===== src/rtl/adcseq_pkg.sv =====
package adcseq_pkg;

  typedef enum logic [2:0] {
    ST_OFF,
    ST_MINIT,
    ST_SMEAS,
    ST_SETTLE,
    ST_RUN
  } seq_state_t;

  localparam logic [1:0] RC_NONE = 2'b00;
  localparam logic [1:0] RC_256  = 2'b01;
  localparam logic [1:0] RC_384  = 2'b10;
  localparam logic [1:0] RC_512  = 2'b11;

  function automatic logic near(input int unsigned p, input int unsigned c, input int unsigned tol);
    return (p + tol >= c) && (p <= c + tol);
  endfunction

  // Maps a measured frame period to a ratio code; RC_NONE when no window matches.
  function automatic logic [1:0] classify(input int unsigned p, input int unsigned tol);
    if (near(p, 256, tol)) return RC_256;
    if (near(p, 384, tol)) return RC_384;
    if (near(p, 512, tol)) return RC_512;
    return RC_NONE;
  endfunction

endpackage


===== src/rtl/lrck_edge_sync.sv =====
module lrck_edge_sync #(
  parameter int STAGES = 2
) (
  input  logic clk,
  input  logic rst_n,
  input  logic din,
  output logic rise
);
  // sh[0..STAGES-1] are synchronizer flops, sh[STAGES] is the edge-history flop
  logic [STAGES:0] sh;

  genvar g;
  generate
    for (g = 0; g <= STAGES; g++) begin : g_stage
      if (g == 0) begin : g_first
        always_ff @(posedge clk or negedge rst_n)
          if (!rst_n) sh[0] <= 1'b0;
          else        sh[0] <= din;
      end else begin : g_next
        always_ff @(posedge clk or negedge rst_n)
          if (!rst_n) sh[g] <= 1'b0;
          else        sh[g] <= sh[g-1];
      end
    end
  endgenerate

  assign rise = sh[STAGES-1] & ~sh[STAGES];
endmodule


===== src/rtl/ratio_meter.sv =====
module ratio_meter
  import adcseq_pkg::*;
#(
  parameter int CNT_W = 10,
  parameter int TOL   = 2
) (
  input  logic       clk,
  input  logic       rst_n,
  input  logic       en,
  input  logic       rise,
  output logic       hit,
  output logic [1:0] code
);
  localparam logic [CNT_W-1:0] CNT_MAX = '1;

  logic             armed;
  logic [CNT_W-1:0] mcnt;

  // mcnt restarts at 1 on each edge, so at the next edge it equals the period
  always_ff @(posedge clk or negedge rst_n) begin
    if (!rst_n) begin
      armed <= 1'b0;
      mcnt  <= '0;
    end else if (!en) begin
      armed <= 1'b0;
      mcnt  <= '0;
    end else if (rise) begin
      armed <= 1'b1;
      mcnt  <= CNT_W'(1);
    end else if (mcnt != CNT_MAX) begin
      mcnt  <= mcnt + 1'b1;
    end
  end

  assign code = classify(int'(mcnt), TOL);
  assign hit  = en && rise && armed && (code != RC_NONE);
endmodule


===== src/rtl/master_clkgen.sv =====
module master_clkgen #(
  parameter int DIV      = 256,
  parameter int SCLK_DIV = 4
) (
  input  logic clk,
  input  logic rst_n,
  input  logic en,
  output logic lrck,
  output logic sclk,
  output logic wrap
);
  localparam int DIV_W    = $clog2(DIV);
  localparam int SCLK_BIT = $clog2(SCLK_DIV) - 1;
  localparam logic [DIV_W-1:0] DIV_LAST = DIV_W'(DIV - 1);

  logic [DIV_W-1:0] div;

  always_ff @(posedge clk or negedge rst_n) begin
    if (!rst_n)               div <= '0;
    else if (!en)             div <= '0;
    else if (div == DIV_LAST) div <= '0;
    else                      div <= div + 1'b1;
  end

  assign lrck = div[DIV_W-1];
  assign sclk = div[SCLK_BIT];
  assign wrap = en && (div == DIV_LAST);

  // frame clock may only fall where the divider has just wrapped
  p_lrck_fall_at_wrap_r4: assert property (@(posedge clk) disable iff (!rst_n)
    $fell(lrck) |-> $past(wrap));
endmodule


===== src/rtl/adc_pwrup_seq.sv =====
module adc_pwrup_seq
  import adcseq_pkg::*;
#(
  parameter int ACT_CYCLES     = 4,
  parameter int LRCK_START     = 127,
  parameter int MASTER_DIV     = 256,
  parameter int SCLK_DIV       = 4,
  parameter int SETTLE_PERIODS = 11265,
  parameter int RATIO_TOL      = 2,
  parameter int SYNC_STAGES    = 2
) (
  input  logic       mclk,
  input  logic       rst_n,
  input  logic       strap_pd,
  input  logic       lrck_in,
  output logic       lrck_out,
  output logic       sclk_out,
  output logic       clk_oe,
  output logic [1:0] ratio_code,
  output logic       ref_en,
  output logic       sdata_hold,
  output logic       sdata_level,
  output logic       ready
);
  localparam int ACT_W  = $clog2(ACT_CYCLES + 1);
  localparam int INIT_W = $clog2(LRCK_START + 1);
  localparam int SET_W  = $clog2(SETTLE_PERIODS + 1);
  localparam int MCNT_W = $clog2(512 + RATIO_TOL + 2);
  localparam logic [ACT_W-1:0]  ACT_LAST  = ACT_W'(ACT_CYCLES - 1);
  localparam logic [INIT_W-1:0] INIT_LAST = INIT_W'(LRCK_START - 1);
  localparam logic [SET_W-1:0]  SET_LAST  = SET_W'(SETTLE_PERIODS - 1);

  seq_state_t  state;
  logic        slave_q, ref_q, ready_q;
  logic [1:0]  code_q;
  logic [ACT_W-1:0]  act_cnt;
  logic [INIT_W-1:0] init_cnt;
  logic [SET_W-1:0]  per_cnt;

  logic       lrck_rise, meas_hit, m_wrap, m_lrck, m_sclk, tick;
  logic [1:0] meas_code;

  lrck_edge_sync #(.STAGES(SYNC_STAGES)) u_sync (
    .clk(mclk), .rst_n(rst_n), .din(lrck_in), .rise(lrck_rise)
  );

  ratio_meter #(.CNT_W(MCNT_W), .TOL(RATIO_TOL)) u_meter (
    .clk(mclk), .rst_n(rst_n), .en(state == ST_SMEAS), .rise(lrck_rise),
    .hit(meas_hit), .code(meas_code)
  );

  master_clkgen #(.DIV(MASTER_DIV), .SCLK_DIV(SCLK_DIV)) u_clkgen (
    .clk(mclk), .rst_n(rst_n), .en(ref_q && !slave_q),
    .lrck(m_lrck), .sclk(m_sclk), .wrap(m_wrap)
  );

  assign tick = slave_q ? lrck_rise : m_wrap;

  always_ff @(posedge mclk or negedge rst_n) begin
    if (!rst_n) begin
      state    <= ST_OFF;
      slave_q  <= 1'b0;
      ref_q    <= 1'b0;
      ready_q  <= 1'b0;
      code_q   <= RC_NONE;
      act_cnt  <= '0;
      init_cnt <= '0;
      per_cnt  <= '0;
    end else begin
      case (state)
        ST_OFF: begin
          if (act_cnt == ACT_LAST) begin
            slave_q <= strap_pd;
            code_q  <= strap_pd ? RC_NONE : RC_256;
            state   <= strap_pd ? ST_SMEAS : ST_MINIT;
          end else begin
            act_cnt <= act_cnt + 1'b1;
          end
        end
        ST_MINIT: begin
          if (init_cnt == INIT_LAST) begin
            ref_q <= 1'b1;
            state <= ST_SETTLE;
          end else begin
            init_cnt <= init_cnt + 1'b1;
          end
        end
        ST_SMEAS: begin
          if (meas_hit) begin
            code_q <= meas_code;
            ref_q  <= 1'b1;
            state  <= ST_SETTLE;
          end
        end
        ST_SETTLE: begin
          if (tick) begin
            if (per_cnt == SET_LAST) begin
              ready_q <= 1'b1;
              state   <= ST_RUN;
            end else begin
              per_cnt <= per_cnt + 1'b1;
            end
          end
        end
        ST_RUN:  ;
        default: state <= ST_OFF;
      endcase
    end
  end

  assign lrck_out    = m_lrck;
  assign sclk_out    = m_sclk;
  assign clk_oe      = ref_q && !slave_q;
  assign ratio_code  = code_q;
  assign ref_en      = ref_q;
  assign sdata_hold  = !ready_q;
  assign sdata_level = slave_q;
  assign ready       = ready_q;

  p_mode_frozen_r2: assert property (@(posedge mclk) disable iff (!rst_n)
    (state != ST_OFF) |=> $stable(slave_q));
  p_code_with_ref_r5: assert property (@(posedge mclk) disable iff (!rst_n)
    ref_q |-> (code_q != RC_NONE));
  p_ready_after_ref_r8: assert property (@(posedge mclk) disable iff (!rst_n)
    ready_q |-> ref_q);
  p_ready_sticky_r9: assert property (@(posedge mclk) disable iff (!rst_n)
    ready_q |=> ready_q);
  p_slave_quiet_r10: assert property (@(posedge mclk) disable iff (!rst_n)
    slave_q |-> !m_lrck);
endmodule


===== config.mk =====
export PLATFORM = sky130hd
export DESIGN_NAME = adc_pwrup_seq
export DESIGN_NICKNAME = d
export VERILOG_FILES = /design/src/rtl/adcseq_pkg.sv /design/src/rtl/lrck_edge_sync.sv /design/src/rtl/ratio_meter.sv /design/src/rtl/master_clkgen.sv /design/src/rtl/adc_pwrup_seq.sv
export SDC_FILE = /design/constraint.sdc
export NUM_CORES = 1
export LEC_CHECK = 0
export ABC_AREA = 1
export CAP_MARGIN = 15
export CORE_MARGIN = 2
export CORE_UTILIZATION = 60
export CTS_BUF_LIST = sky130_fd_sc_hd__clkbuf_16
export CTS_CLUSTER_DIAMETER = 200
export CTS_CLUSTER_SIZE = 30
export DETAILED_ROUTE_END_ITERATION = 8
export PLACE_DENSITY = 0.79
export SETUP_SLACK_MARGIN = 0.3
export SYNTH_ARGS = -nofsm -noshare
export SYNTH_HDL_FRONTEND = slang
export SYNTH_HIERARCHICAL = 1
export SYNTH_SLANG_ARGS = --single-unit
export TNS_END_PERCENT = 20

===== constraint.sdc =====
create_clock -name mclk -period 3.91 [get_ports mclk]
set_input_delay 0.782 -clock mclk [delete_from_list [all_inputs] [get_ports mclk]]
set_output_delay 0.782 -clock mclk [all_outputs]
set_load 0.02 [all_outputs]

After elaboration in Yosys (flattened, before gate mapping)
Cells that the tools add are included.
- flip-flop bits (word level): 54
- output and inout port bits: 9
- input bits: 4
- logic and storage cells: 104
- add/subtract/negate cells: 6
- order comparisons: 6
- reductions and logical operators: 22
- equal/unequal tests: 16
- muxes and demuxes: 34
- bitwise logic cells: 6
- operators with widths (kind ; number):
    32-bit by 9-bit >= comparator with 1-bit output (second input constant) ; 2
    32-bit by 10-bit >= comparator with 1-bit output (second input constant) ; 1
    10-bit 2-to-1 mux ; 3
    10-bit by 9-bit less-or-equal comparator with 1-bit output (second input constant) ; 2
    2-bit 2-to-1 mux ; 9
    8-bit 2-to-1 mux ; 2
    3-bit 2-to-1 mux ; 5
    3-bit case mux with 5 select lines ; 1
    14-bit by 1-bit adder with 14-bit output (second input constant) ; 1
    14-bit == test (second input constant) ; 1
    1-bit 2-to-1 mux ; 12
    2-bit inequality test (second input constant) ; 6
    3-bit AND reduction ; 4
    10-bit by 2-bit adder with 11-bit output (second input constant) ; 1
    10-bit by 1-bit adder with 10-bit output (second input constant) ; 1
    10-bit less-or-equal comparator (second input constant) ; 1
    10-bit inequality test (second input constant) ; 1
    3-bit by 2-bit == test with 1-bit output (second input constant) ; 3
    8-bit by 1-bit adder with 8-bit output (second input constant) ; 1
    8-bit == test (second input constant) ; 1
    1-bit logical AND ; 8
    7-bit by 1-bit adder with 7-bit output (second input constant) ; 1
    7-bit == test (second input constant) ; 1
    2-bit AND reduction ; 3
    other kinds (12) ; 19

Depth between registers and ports, before layout
- word-level depth: 14
- depth in mapped cells: 19
- mapped depth without buffers: 19

By module
Netlist, hierarchy kept.
- by module, submodules not included (module ; area each (sq um) ; times used ; cells each ; sequential area each (sq um)):
    adc_pwrup_seq ; 1871.8 ; 1 ; 246 ; 800.8
    ratio_meter ; 887.1 ; 1 ; 123 ; 275.3
    master_clkgen ; 406.6 ; 1 ; 49 ; 200.2
    lrck_edge_sync ; 85.1 ; 1 ; 5 ; 75.1

Least setup slack after synthesis
OpenSTA, ideal clock, no wires.
- path kind: flip-flop to flip-flop
- start: register slave_q, in the netlist sdata_level
- end: register per_cnt[6]
- stages on the path, launching flop included: 12
- arrival time: 1787 ps
- required time: 3790 ps
- period minus slack after synthesis: 1908 ps
- setup time: 120 ps
- path slack: 2002 ps
- path buffers: 1
- path through: dfrtp_1 > nor2_1 > inv_1 > nor2_1 > nand2_1 > nand2_1 > nand2_1 > inv_2 > nand2_4 > buf_6 > o21ai_1 > nand2_1
- word-level cells in the longest chain between the ends: 5
- ends and longest elaborated chain (element ; RTL line ; source):
    start: declaration ; adc_pwrup_seq.sv:34 ; logic slave_q, ref_q, ready_q;
    start signal: assignment ; adc_pwrup_seq.sv:73 ; slave_q <= strap_pd;
    1-bit logical NOT ; -- ;
    1-bit logical AND ; -- ;
    named net clk_oe ; adc_pwrup_seq.sv:18 ; output logic clk_oe,
    1-bit logical AND ; master_clkgen.sv:27 ; assign wrap = en && (div == DIV_LAST);
    named net m_wrap ; adc_pwrup_seq.sv:40 ; logic lrck_rise, meas_hit, m_wrap, m_lrck, m_sclk, tick;
    1-bit 2-to-1 mux ; adc_pwrup_seq.sv:57 ; assign tick = slave_q ? lrck_rise : m_wrap;
    3-bit AND reduction (no line) ; -- ;
    end signal: assignment ; adc_pwrup_seq.sv:101 ; per_cnt <= per_cnt + 1'b1;
    end: declaration ; adc_pwrup_seq.sv:38 ; logic [SET_W-1:0] per_cnt;
The timed path passes the listed nets, and every way through them passes these cells.
A chain may end at the register's enable or synchronous reset.

Worst setup path after layout
- start: register slave_q, in the netlist sdata_level
- end: output clk_oe
- word-level cells in the longest chain between the ends: 2
- ends and longest elaborated chain (element ; RTL line ; source):
    1-bit logical NOT ; adc_pwrup_seq.sv:113 ; assign clk_oe = ref_q && !slave_q;
    1-bit logical AND ; adc_pwrup_seq.sv:113 ;
    end: declaration ; adc_pwrup_seq.sv:18 ;
No other way between the ends.

==> metrics <==
status=complete, no violations; row cnt=26; area of the mapped netlist=between 3000 and 4000 µm²; Die Y=between 70 and 80 µm; R2R Setup Slk=about 1.8 ns; final WL=just over 6 mm; Final TNS setup=0 ns; clk_skew=0.00921 ns; CTS tree=built; Final setup viols=0; initial DRC count=around 120; global-route wire length before repair=approximately 11 mm; Vias=approximately 2700; Worst-path clk slew=0.07 ns; P&R area growth vs syn=10.2%; largest net degree at the start of global routing=30; all-layer global routing usage=roughly 23%; cts hold-fix bufs=0; RSZ-0062 raised after global routing=no; final RePlAce weighted congestion=between 0.8 and 0.9; Worst IR Drop VDD=around 0.28 mV; die area=6020 µm²; vias per cell=between 5 and 6; element type at the critical path start=register; Sink Count=54; yosys warns=6; Post-synth EDFFs=0; critical path class=register to output port; LEAKAGE=about 1.7 nW; IO Pins=13; Post-CTS Setup Bufs=0; top cells by area, synth=dfrtp_1, nand2_1, inv_1; drt wl/cell=roughly 12 µm; H-Tree Depth=2; die width=between 70 and 80 µm; initial antenna violation count=0; post-synthesis async set-or-reset flop share=100%; # diodes=0; clk buf depth=2; min-delay worst type=register to register; fin worst setup slack=between 1 and 1.5 ns; DRC Markers=0; pre-CTS WS=about 1.7 ns; CTS Root Cell=clkbuf_16; Slew @ Worst Pin=0.636 ns; total grt overflow=0; CTS Buf Count=5; Seq/Total Area, Yosys=around 42%; core area=around 5200 µm²; library cells used by synthesis=35; drt pass-1 iters=5; Worst EP required=approximately 3.1 ns; Layout Nets=~460; Yosys reg bits=54; Pwr per Cell Area=roughly 330 nW/µm²; clk_lat worst skew=0.30 ns; Initial Utilization=a little over three fifths; Rel. slew slack=57.6%; I/O Buffers=12; Synth Instances=423; dpl hpwl=approximately 4.5 mm; Period minus WS final=2.51 ns; syn avg cell area=between 7 and 8 µm²; Final Hold Vio Count=0; Post-CTS Resized=0; Max-Cap Viols=0; Fmax=around 0.4 GHz; Main synth FF type=dfrtp_1; final cycle utilization of the critical path=between 60% and 70%; area leader, netlist=dfrtp_1; worst-path fanout max=6; nature of the critical path endpoint=output port; fraction of layout cells with a size suffix above 1=between 10% and 20%; Mapped Nets=between 400 and 500; ANT nets after route=0; share of the synthesized area in the top cell type=roughly 42%; Tot Pwr=between 1 and 1.5 mW; Worst Path Arrival=1.73 ns; vias in the first global route=roughly 2600; Max Slew Vio Count=0
## cell usage after synthesis, types with 4 or more instances
cell type  count
a21oi_1        5
dfrtp_1       54
ha_1          11
inv_1         53
inv_2          6
nand2_1      117
nand2_2       19
nand3_1       31
nand3_2        5
nand4_1        8
nor2_1        38
nor2_2         9
nor2_4         5
nor3_1         9
o21ai_0       15
o21ai_1        4
xnor2_1        4
xor2_1         7
## sequential cells by signal (all words and copies together) (netlist names)
register       flops
ref_en             1
u_meter/mcnt      10
u_clkgen/div       8
per_cnt           14
init_cnt           7
ratio_code         2
sdata_level        1
ready              1
u_sync/sh          3
act_cnt            3
state              3
u_meter/armed      1
## routing by layer
metal / track usage [%] / share of wire (%) / up-vias
met3: 4.19 / 3.5 / 8
met1: 31.2 / 49 / 1256
met5: 0 / 0 / -
li1: - / - / 1374
met4: 7.14 / 1.3 / 0
met2: 35.9 / 46 / 48
## metrics by stage
stage               cells  cell area, µm²  hold WS, ns  util (%)
floorplan             423            3250        0.331         -
global placement      503            3430        0.334      66.4
detailed placement    503            3430        0.339      66.4
CTS                   511            3580        0.356      69.3
global route          511            3580        0.358      69.3
finish                511            3580        0.350      69.3
## worst paths after layout
| kind | end | start | depth (start not counted) |
|---|---|---|---|
| setup / recovery | clk_oe | sdata_level | 2 |
| hold reg to reg | u_sync/sh[1] | u_sync/sh[0] | 0 |
| hold / removal | u_sync/sh[1] | u_sync/sh[0] | 0 |
| setup reg to reg | state[1] | u_meter/mcnt[2] | 16 |
| max in group asynchronous | sdata_level | rst_n | 2 |
| min in group asynchronous | ratio_code[0] | rst_n | 1 |
## cells in the final DEF (no fill, tap or decap), drive strengths merged, types with 4 or more instances in the layout
master         count
nor2              52
clkdlybuf4s50     11
nand3             36
xor2               8
a21oi              5
nor3               9
nand4              8
o21ai             22
ha                11
inv               61
xnor2              4
clkbuf             5
nand2            137
dfrtp             54
## power by group
part | internal (mW) | switching (mW) | leakage [nW] | total (mW)
registers | 0.584 | 0.0339 | 0.720 | 0.618
clock network | 0.241 | 0.212 | 0.0704 | 0.453
logic | 0.0504 | 0.0751 | 0.934 | 0.125
## critical path, cell delays in order, from the launching register on
cell and delay [ns]:
dfrtp_1 0.42, nor2_1 0.34, clkdlybuf4s50_1 0.68
## final cells by class
| cell class | count | area, µm² |
|---|---|---|
| repair buffers | 13 | 123 |
| clock buffers | 5 | 125 |
| fillers | 413 | 1590 |
| multi-input cells | 306 | 1640 |
| inverters | 60 | 228 |
| flip-flops and latches | 54 | 1350 |
| well taps | 70 | 87.6 |
| clock inverters | 3 | 25.0 |
## cell families after synthesis
family | synth area share [%]
adder cells (fa/ha/maj) | 4.23
AO/OA/AOI/OAI | 6.62
XOR/XNOR | 3.46
multiplexers | 0.346
flip-flops | 41.6
AND/OR/NAND/NOR | 35.9
buffers and inverters | 7.85
(Power assumes the default switching activity.)
